--- src/rtl/brg_parity_ctl.sv ---
module brg_parity_ctl #(
  parameter int AD_W  = 32,
  parameter int CBE_W = 4
) (
  input  logic             clk,
  input  logic             rst_n,
  input  logic             cmd_perr_en,
  input  logic             cmd_serr_en,
  input  logic             bctl_perr_en,
  input  logic [AD_W-1:0]  p_ad,
  input  logic [CBE_W-1:0] p_cbe,
  input  logic             p_par,
  input  logic             p_data_vld,
  input  logic             p_cfg_wr,
  output logic             p_trdy_n,
  output logic             p_perr_n,
  output logic             p_serr_n,
  input  logic [AD_W-1:0]  s_ad,
  input  logic [CBE_W-1:0] s_cbe,
  input  logic             s_par,
  input  logic             s_addr_vld,
  input  logic             s_hit,
  output logic             s_devsel_n,
  input  logic [2:0]       st_clr,
  output logic             st_p_dpe,
  output logic             st_p_sse,
  output logic             st_s_dpe
);

  logic s_a_q, s_hit_q, s_exp_q;
  logic p_d_q, p_exp_q;
  logic perr_q, serr_q;
  logic s_ape, p_dpe_ev, serr_ev;

  // phase pipeline: parity arrives one clock after its phase
  always_ff @(posedge clk) begin
    if (!rst_n) begin
      s_a_q   <= 1'b0;
      s_hit_q <= 1'b0;
      s_exp_q <= 1'b0;
      p_d_q   <= 1'b0;
      p_exp_q <= 1'b0;
    end else begin
      s_a_q   <= s_addr_vld;
      s_hit_q <= s_addr_vld & s_hit;
      s_exp_q <= ^{s_ad, s_cbe};
      p_d_q   <= p_data_vld & p_cfg_wr;
      p_exp_q <= ^{p_ad, p_cbe};
    end
  end

  assign s_ape    = s_a_q & (s_par ^ s_exp_q);
  assign p_dpe_ev = p_d_q & (p_par ^ p_exp_q);
  assign serr_ev  = s_ape & cmd_serr_en & bctl_perr_en;

  assign s_devsel_n = ~(s_hit_q & ~(s_ape & bctl_perr_en));
  assign p_trdy_n   = ~(p_data_vld & p_cfg_wr);

  always_ff @(posedge clk) begin
    if (!rst_n) begin
      perr_q   <= 1'b0;
      serr_q   <= 1'b0;
      st_p_dpe <= 1'b0;
      st_p_sse <= 1'b0;
      st_s_dpe <= 1'b0;
    end else begin
      perr_q   <= p_dpe_ev & cmd_perr_en;
      serr_q   <= serr_ev;
      st_p_dpe <= (st_p_dpe & ~st_clr[0]) | p_dpe_ev;
      st_p_sse <= (st_p_sse & ~st_clr[1]) | serr_ev;
      st_s_dpe <= (st_s_dpe & ~st_clr[2]) | s_ape;
    end
  end

  assign p_perr_n = ~perr_q;
  assign p_serr_n = ~serr_q;

  AST_CLAIM_BLOCK: assert property (@(posedge clk) disable iff (!rst_n)
    (s_ape && bctl_perr_en) |-> s_devsel_n);
  AST_SDPE_SET: assert property (@(posedge clk) disable iff (!rst_n)
    s_ape |=> st_s_dpe);
  AST_SERR_GATED: assert property (@(posedge clk) disable iff (!rst_n)
    !p_serr_n |-> $past(cmd_serr_en && bctl_perr_en));
  AST_SERR_STATUS: assert property (@(posedge clk) disable iff (!rst_n)
    !p_serr_n |-> st_p_sse);
  AST_PERR_GATED: assert property (@(posedge clk) disable iff (!rst_n)
    !p_perr_n |-> ($past(cmd_perr_en) && st_p_dpe));
  AST_PDPE_SET: assert property (@(posedge clk) disable iff (!rst_n)
    p_dpe_ev |=> st_p_dpe);

endmodule

--- config.mk ---
export PLATFORM = sky130hd
export DESIGN_NAME = brg_parity_ctl
export DESIGN_NICKNAME = d
export VERILOG_FILES = /design/src/rtl/brg_parity_ctl.sv
export SDC_FILE = /design/constraint.sdc
export NUM_CORES = 1
export LEC_CHECK = 0
export CAP_MARGIN = 20
export CELL_PAD_IN_SITES_DETAIL_PLACEMENT = 2
export CELL_PAD_IN_SITES_GLOBAL_PLACEMENT = 2
export CORE_UTILIZATION = 16
export DETAILED_ROUTE_END_ITERATION = 16
export GPL_TIMING_DRIVEN = 0
export PLACE_DENSITY_LB_ADDON = 0.1
export SYNTH_ARGS = -nofsm -noshare
export SYNTH_HDL_FRONTEND = slang
export SYNTH_SLANG_ARGS = --single-unit
--- constraint.sdc ---
create_clock -name clk -period 2.6 [get_ports clk]
set_clock_uncertainty 0.05 [all_clocks]
set_input_delay 0.78 -clock clk [delete_from_list [all_inputs] [get_ports clk]]
set_output_delay 0.78 -clock clk [all_outputs]
set_load 0.02 [all_outputs]
==> flow_metrics.tcl <==
set metrics [dict create \
    fin_crit_sh_pct 94.7 \
    grt_use_total_pct 10.4 \
    grt_max_degree 9 \
    cts_tree "done" \
    ys_ff_latch 10 \
    cp.required_ns 1.77 \
    placement.cell_area_um2 1990 \
    gp_congestion 0.598 \
    hold_viol_final 0 \
    antenna_cells 0 \
    cp-end-kind "output port" \
    crit_type "input port to output port" \
    final_antenna_net_count 0 \
    synth_cell_types 15 \
    core_um2 5890 \
    cts_buffers 3 \
    cp.arrival_ns 1.63 \
    synth_area_per_cell_um2 9.36 \
    syn_nets 190 \
    final.setup.tns_ns 0 \
    clockRootBuffer "clkbuf_8" \
    tightest_slew_ns 0.284 \
    fp.dieArea_um2 6400 \
    drv_cap 0 \
    ir_drop_uv 215 \
    fin_cells 275 \
    dr_total_vias 1038 \
    clockBufferDepth 2 \
    antenna_found_initial 0 \
    drive_gt1_share_pct 4.00 \
    drc_errors 0 \
    grt_pass1_wl_mm 5.09 \
    power_density_nw_per_um2 429 \
    rsz0062_at_grt "no" \
    io_pins 93 \
    ys_warn_count 0 \
    cts_max_level 1 \
    final_nets 287 \
    slew_headroom_pct 81.0 \
    final.min_clock_period_ns 2.46 \
    die_h_um 80 \
    leakage_nw 0.762 \
    cp_max_fo 2 \
    clock_sinks 10 \
    wl_mm 3.35 \
    num_rows 28 \
    dp_cells 271 \
    overflow 0 \
    min_path_type "flop to flop" \
    first_global_vias 1179 \
    syn-instance-count 104 \
    io_buffers 92 \
    first_iter_violations 1 \
    report.final.slew_viol_count 0 \
    first_pass_iters 2 \
    critPathLaunchType "input port" \
    ys_seq_area_share_pct 20.6 \
    vias_per_cell 3.77 \
    fmax_ghz 0.406 \
    worstSkewPairLatency_ns 0.24 \
    status "completed" \
    area_growth_syn_to_layout_pct 111 \
    start_util_pct 16.5 \
    syn_area_um2 973 \
    hpwl_mm 2.96 \
    fin_area_um2 2050 \
    clk_pin_slew_worst_paths_ns 0.05 \
    fp.dieW_um 80 \
    post_drt_wl_per_cell_um 12.2 \
    setup_viol 0 \
]
-- final timing paths --
path / from / end / slack (ns) / depth (start not counted)
worst min-delay path: p_d_q$_SDFF_PN0_ / perr_q$_SDFF_PN0_ / 0.40 / 2
worst max-delay path: p_cfg_wr / p_trdy_n / 0.14 / 3
worst max register to register: s_exp_q$_SDFF_PN0_ / st_p_sse$_SDFF_PN0_ / 1.60 / 4
worst min register to register: p_d_q$_SDFF_PN0_ / perr_q$_SDFF_PN0_ / 0.40 / 2
-- worst max-delay path, stage by stage --
cell,delay (ns)
clkdlybuf4s50_1,0.46
nand2_1,0.07
dlygate4sd2_1,0.32
-- power breakdown --
group	internal, mW	total [mW]	switching (mW)
logic	0.338	0.500	0.162
registers	0.173	0.181	0.00788
clock network	0.134	0.201	0.0672
total	0.645	0.882	0.237
-- synthesized netlist by cell type --
library cell | count | area, um^2
or2_1 | 2 | 12.5
nor2_1 | 4 | 15.0
xnor3_1 | 4 | 90.1
dfxtp_1 | 10 | 200
mux2i_1 | 2 | 20.0
nand3b_1 | 1 | 7.51
o21ai_0 | 1 | 5.00
and3_1 | 1 | 6.26
nand2_1 | 8 | 30.0
xnor2_1 | 52 | 455
and2_1 | 2 | 12.5
xor2_1 | 10 | 87.6
inv_1 | 4 | 15.0
nand2b_1 | 1 | 6.26
a21oi_1 | 2 | 10.0
-- stage by stage --
stage               power (mW)  worst slack, ns  hold WS [ns]  util [%]
finish                   0.882            0.138         0.395      34.9
CTS                      0.908            0.117         0.401      34.9
floorplan                0.494            0.489         0.372         -
global placement         0.676           -0.581         0.400      33.8
global route             0.949           0.0961         0.437      34.9
detailed placement       0.691           -0.608         0.393      33.8
-- area by class of cell --
class	instances	area (um^2)
inverter	4	15.0
fill	674	3830
clock buffer	4	55.1
multi-input combinational	90	771
timing repair buffer	92	920
sequential	10	200
tap	75	93.8
-- state kept, by name (all words and copies together) (netlist names) --
signal,cells
p_d_q,1
serr_q,1
p_exp_q,1
perr_q,1
s_a_q,1
s_hit_q,1
st_p_sse,1
st_p_dpe,1
st_s_dpe,1
s_exp_q,1
-- repair_timing --
item | in CTS | in global routing
hold buffers | 0 | 0
setup endpoints to repair | 2 | 0
endpoints found under the hold margin | 0 | 0
gates resized for setup | 12 | 0
setup buffers | 0 | 0
-- layout by cell type (no fill, tap or decap) --
master / count
mux2i_1: 2
nand2_2: 1
xnor2_1: 52
and2_4: 1
nand2_4: 1
and3_1: 1
or2_1: 2
clkdlybuf4s50_1: 89
inv_1: 4
nand3b_1: 1
a21oi_1: 2
nand2_1: 6
buf_6: 1
nand2b_1: 1
dfxtp_1: 10
clkbuf_8: 4
and2_1: 1
nor2_1: 4
xnor3_1: 4
dlygate4sd2_1: 2
xor2_1: 10
o21ai_0: 1
-- cells by family after synthesis --
logic type             count (synthesis)  share of synthesized area [%]
AO/OA/AOI/OAI                          3                           1.54
multiplexers                           2                           2.06
AND/OR/NAND/NOR                       19                           9.25
XOR/XNOR                              66                           65.0
buffers and inverters                  4                           1.54
flip-flops                            10                           20.6
-- per-layer routing --
metal  part of all wire, %  wire (um)  up-vias  global-route usage, %
li1                      -          -      510                      -
met1                    39       1320      469                   10.9
met2                    52       1730       56                   20.6
met3                   8.1        272        3                   1.83
met4                  0.84         28        0                   3.21
met5                     0          0        -                      0
Note: power is estimated with default switching activity, not from simulation.
